==> config.mk <==
export PLATFORM = sky130hd
export DESIGN_NAME = evt_qual_counter
export DESIGN_NICKNAME = d
export VERILOG_FILES = /design/src/rtl/evt_qual_counter.sv
export SDC_FILE = /design/constraint.sdc
export NUM_CORES = 1
export LEC_CHECK = 0
export BUFFER_PORTS_ARGS = -buffer_cell sky130_fd_sc_hd__buf_2
export CELL_PAD_IN_SITES_DETAIL_PLACEMENT = 0
export CELL_PAD_IN_SITES_GLOBAL_PLACEMENT = 1
export CORE_MARGIN = 3
export CORE_UTILIZATION = 34
export CTS_CLUSTER_DIAMETER = 100
export CTS_CLUSTER_SIZE = 14
export DETAILED_ROUTE_END_ITERATION = 8
export PLACE_DENSITY = 0.88
export SYNTH_ARGS = -nofsm -noshare
export SYNTH_HDL_FRONTEND = slang
export SYNTH_SLANG_ARGS = --single-unit
==> constraint.sdc <==
create_clock -name clk -period 11.9 [get_ports clk]
set_input_delay 0.595 -clock clk [delete_from_list [all_inputs] [get_ports clk]]
set_output_delay 0.595 -clock clk [all_outputs]
set_load 0.05 [all_outputs]
==> src/rtl/evt_qual_counter.sv <==
module evt_qual_counter #(
  parameter int CNT_W  = 48,
  parameter int LANES  = 8,
  parameter int GROUPS = 4,
  parameter int THR_W  = 8
) (
  input  logic                    clk,
  input  logic                    rst_n,
  input  logic                    cfg_we,
  input  logic [31:0]             cfg_wdata,
  input  logic                    cnt_we,
  input  logic [CNT_W-1:0]        cnt_wdata,
  input  logic                    ovf_clr,
  input  logic [1:0]              priv_lvl,
  input  logic [LANES*GROUPS-1:0] loc_evt,
  input  logic [LANES*GROUPS-1:0] sib_evt,
  output logic [31:0]             cfg_q,
  output logic [CNT_W-1:0]        cnt_q,
  output logic                    ovf_q,
  output logic                    irq
);
  localparam int GSEL_W = (GROUPS > 1) ? $clog2(GROUPS) : 1;
  localparam int SUM_W  = $clog2(2*LANES + 1);

  function automatic logic [SUM_W-1:0] pop(input logic [LANES-1:0] v);
    logic [SUM_W-1:0] s;
    s = '0;
    for (int i = 0; i < LANES; i++) s = s + SUM_W'(v[i]);
    return s;
  endfunction

  logic [GSEL_W-1:0] gsel;
  logic [LANES-1:0]  mask, loc_sel, sib_sel;
  logic              usr_en, os_en, edge_en, any_en, ie, en, inv;
  logic [THR_W-1:0]  thr;

  assign gsel    = cfg_q[GSEL_W-1:0];
  assign mask    = cfg_q[8 +: LANES];
  assign usr_en  = cfg_q[16];
  assign os_en   = cfg_q[17];
  assign edge_en = cfg_q[18];
  assign any_en  = cfg_q[19];
  assign ie      = cfg_q[20];
  assign en      = cfg_q[21];
  assign inv     = cfg_q[22];
  assign thr     = cfg_q[24 +: THR_W];

  assign loc_sel = loc_evt[gsel*LANES +: LANES] & mask;
  assign sib_sel = sib_evt[gsel*LANES +: LANES] & mask;

  logic [SUM_W-1:0] raw;
  assign raw = pop(loc_sel) + (any_en ? pop(sib_sel) : '0);

  logic priv_ok, active, ge, cond, prev, thr_zero;
  assign priv_ok  = (priv_lvl == 2'd0) ? os_en : usr_en;
  assign active   = en & priv_ok;
  assign thr_zero = (thr == '0);
  assign ge       = ((THR_W+1)'(raw)) >= {1'b0, thr};
  assign cond     = active & (inv ? ~ge : ge);

  logic [SUM_W-1:0] inc;
  always_comb begin
    if (thr_zero)     inc = active ? raw : '0;
    else if (edge_en) inc = SUM_W'(cond & ~prev);
    else              inc = SUM_W'(cond);
  end

  logic [CNT_W:0] sum;
  assign sum = {1'b0, cnt_q} + (CNT_W+1)'(inc);

  always_ff @(posedge clk) begin
    if (!rst_n) begin
      cfg_q <= '0;
      cnt_q <= '0;
      prev  <= 1'b0;
      ovf_q <= 1'b0;
    end else begin
      if (cfg_we) cfg_q <= cfg_wdata;
      prev  <= cond & ~thr_zero;
      cnt_q <= cnt_we ? cnt_wdata : sum[CNT_W-1:0];
      if (!cnt_we && sum[CNT_W] && ie) ovf_q <= 1'b1;
      else if (ovf_clr)                ovf_q <= 1'b0;
    end
  end

  assign irq = ovf_q;
endmodule

==> results.tsv <==
stage	metric	value	unit
timing	drv_slew	0	
setup_path	slowest_delay	980	ps
setup_path	r2r_slack	2690	ps
clock_tree	cts-hold-fix-buffers	0	
power	peakVddDrop	0.0000575	V
timing	tns	0	ps
power	power_density	117	mW/mm^2
placement	dpl_cell_area	0.00625	sq mm
timing	period_minus_slack	9210	ps
floorplan	placementRows	43	
yosys	synth_area_per_cell	8.83	sq um
global_route	grt_use_total	18.6	%
yosys	synthArstFlopShare	0	%
cells_and_area	diodes	0	
global_route	grt.overflow.total	0	
yosys	synth-edff-count	0	
yosys	yosysWarnings	0	
power	totalPowerFinal	763	uW
route	ant_nets	0	
clock_tree	clkSlewWorstSetupHoldPaths	60	ps
timing	fin_crit_sh	77.4	%
timing	rsz0062_at_grt	no	
placement	portBuffers	232	
floorplan	start_util	35.4	%
hold_path	hold_path.class	in -> reg	
cells_and_area	nets	954	
route	wl	15.4	mm
floorplan	dieHeight	127	microns
timing	setup_viol	0	
setup_path	reg2reg_from	cfg_q[0]	
yosys	ys_top_cells_by_area	dfxtp_1 (33%), mux4_2 (7.2%), mux2i_1 (6.8%), o21ai_0 (6.1%), ha_1 (4.8%)	
placement	dp.cells	943	
floorplan	fp.coreArea	0.0141	sq mm
route	num_vias	5073	
yosys	syn_area	0.00499	sq mm
timing	timing_worst_slew_pin_value	1010	ps
yosys	synth_top_area_share	32.9	%
global_route	grt_pass1_wl	24.3	mm
clock_tree	clk_latency	340	ps
yosys	yosysTopAreaCell	dfxtp_1	
yosys	synth_fp_nets	745	
setup_path	crit_start	cfg_q[0]	
timing	whs	486	ps
route	wl_per_cell	16.1	microns
run_status	outcome	finished, final reports clean	
global_route	grt_pass1_vias	4805	
yosys	synth_most_common_cell	dfxtp_1	
yosys	yosysUniqueCellTypes	48	
clock_tree	clockBufferDepth	2	
timing	hold_viol	0	
setup_path	r2r.worst_path.cells	30	
clock_tree	cts_sinks	82	
setup_path	endpoint	cnt_q[34]	
cells_and_area	final_area	0.00653	sq mm
cells_and_area	stdcell_count	959	
timing	slew_headroom	32.7	%
cells_and_area	post-route-util	46.3	%
hold_path	min-delay-start	cfg_wdata[30]	
setup_path	worst_ep_arrival_time	9480	ps
clock_tree	cts_buffers	9	
yosys	synth_ff_type	dfxtp_1	
placement	hpwl	12.0	mm
global_route	grt_max_degree	64	
clock_tree	cts_tree	yes	
setup_path	worstSetupPathType	reg -> reg	
global_route	antenna_found_initial	1	
placement	place_congestion	0.844	
route	drt_iter0_markers	270	
setup_path	cpMostUsedCell	fa_1	
placement	post-place-ws	2580	ps
route	drc	0	
clock_tree	cts-resized-gates	0	
setup_path	worstPathRequired	12170	ps
setup_path	endpoint_kind	register	
timing	postLayoutSetupSlackWorst	2690	ps
route	first_pass_iters	4	
timing	max_freq	109	MHz
clock_tree	clockRootBuffer	clkbuf_16	
setup_path	cp-start-kind	register	
yosys	synth_cells	565	
flow_run	maxCapViolations	0	
yosys	synth_seq_cells	82	
clock_tree	ctsHtreeMaxLevel	3	
cells_and_area	drive_gt1_share	35.3	%
clock_tree	cts_setup_buffers	0	
power	p_leak	2.95	nW
setup_path	cp_slowest_cell	dfxtp_1	
floorplan	io_pins	233	
route	vias_per_cell	5.29	
yosys	netlist_top_cells_count	dfxtp_1 (82), o21ai_0 (61), nor2_1 (51)	
floorplan	die_area	0.0162	sq mm
timing	finalClockSkew	6.39	ps
floorplan	chipWidth	127	microns
setup_path	reg2reg_to	cnt_q[34]	
cells_and_area	area_delta_synth_final	30.8	%
setup_path	path_max_fanout	18	
yosys	ys_seq_area_share	32.9	%
## cell type report
| cell class | count | area [sq um] |
|---|---|---|
| fill | 1415 | 7570 |
| timing repair buffer | 235 | 1180 |
| sequential | 82 | 1640 |
| clock buffer | 12 | 246 |
| multi-input combinational | 417 | 3090 |
| clock inverter | 4 | 27.5 |
| tap | 180 | 225 |
| inverter | 29 | 109 |
## metal layers
metal | GRT usage (%) | vias up | wire, microns
met5 | 0 | - | 0
met4 | 5.99 | 0 | 344
met3 | 5.23 | 23 | 1230
met2 | 32.4 | 193 | 7590
met1 | 22.1 | 2372 | 6270
li1 | - | 2485 | -
## power by group
| part | internal [mW] | total (mW) | switching (mW) | leakage [nW] |
|---|---|---|---|---|
| Clock | 0.147 | 0.264 | 0.117 | 0.125 |
| Sequential | 0.292 | 0.315 | 0.0229 | 0.679 |
| Combinational | 0.0673 | 0.184 | 0.117 | 2.15 |
## worst max-delay path, delay by kind of cell (launching register included)
kind,cells,cell delay (ps)
muxes,1,600
and+or+nand+nor,4,930
xor gates and xnor gates,2,380
adders and majority gates,11,4580
AOI/OAI and AO/OA,7,1270
DFF,1,980
buffers and inverters,5,400
## cells by family after synthesis
| kind of cell | count (synthesis) | share of synthesized area [%] |
|---|---|---|
| mux | 51 | 14.3 |
| xor+xnor | 21 | 3.69 |
| fa+ha+maj | 29 | 8.78 |
| simple gates | 176 | 18.5 |
| compound gates | 140 | 16.8 |
| flops | 82 | 32.9 |
| buf+inv | 66 | 5.09 |
## how the worst min path moves through the flow
stage | endpoint | slack, ps | cells past startpoint
after global placement | cfg_q[6] | 470 | 2
final | cfg_q[30] | 490 | 3
after detailed placement | cfg_q[4] | 480 | 2
after global routing | cfg_q[8] | 490 | 3
after CTS | cnt_q[4] | 470 | 3
after floorplan | irq | 700 | 2
## placed cells by master (no fill, tap or decap), types with 3 or more instances in the layout
master	instances
buf_2	232
dfxtp_1	82
o21ai_0	61
nor2_1	51
mux2i_1	34
nand2_1	29
inv_1	27
a31oi_1	22
a21oi_1	20
ha_1	19
mux4_2	16
or3_1	15
nand3_1	15
xor2_1	14
or4_1	12
nand4_1	12
o31ai_1	11
fa_1	10
clkbuf_16	9
a211oi_1	8
nand2b_1	8
xnor2_1	7
and2_1	7
nor3_1	5
nor2b_1	5
nor4_1	4
o211ai_1	3
o2111ai_1	3
a21o_1	3
and3_1	3
clkinvlp_4	3
buf_4	3
## state kept, by name, summed over array words and instances, names as in the netlist
register,flops
cnt_q,48
cfg_q,32
irq,1
prev,1
Note: power is estimated with default switching activity, not from simulation.
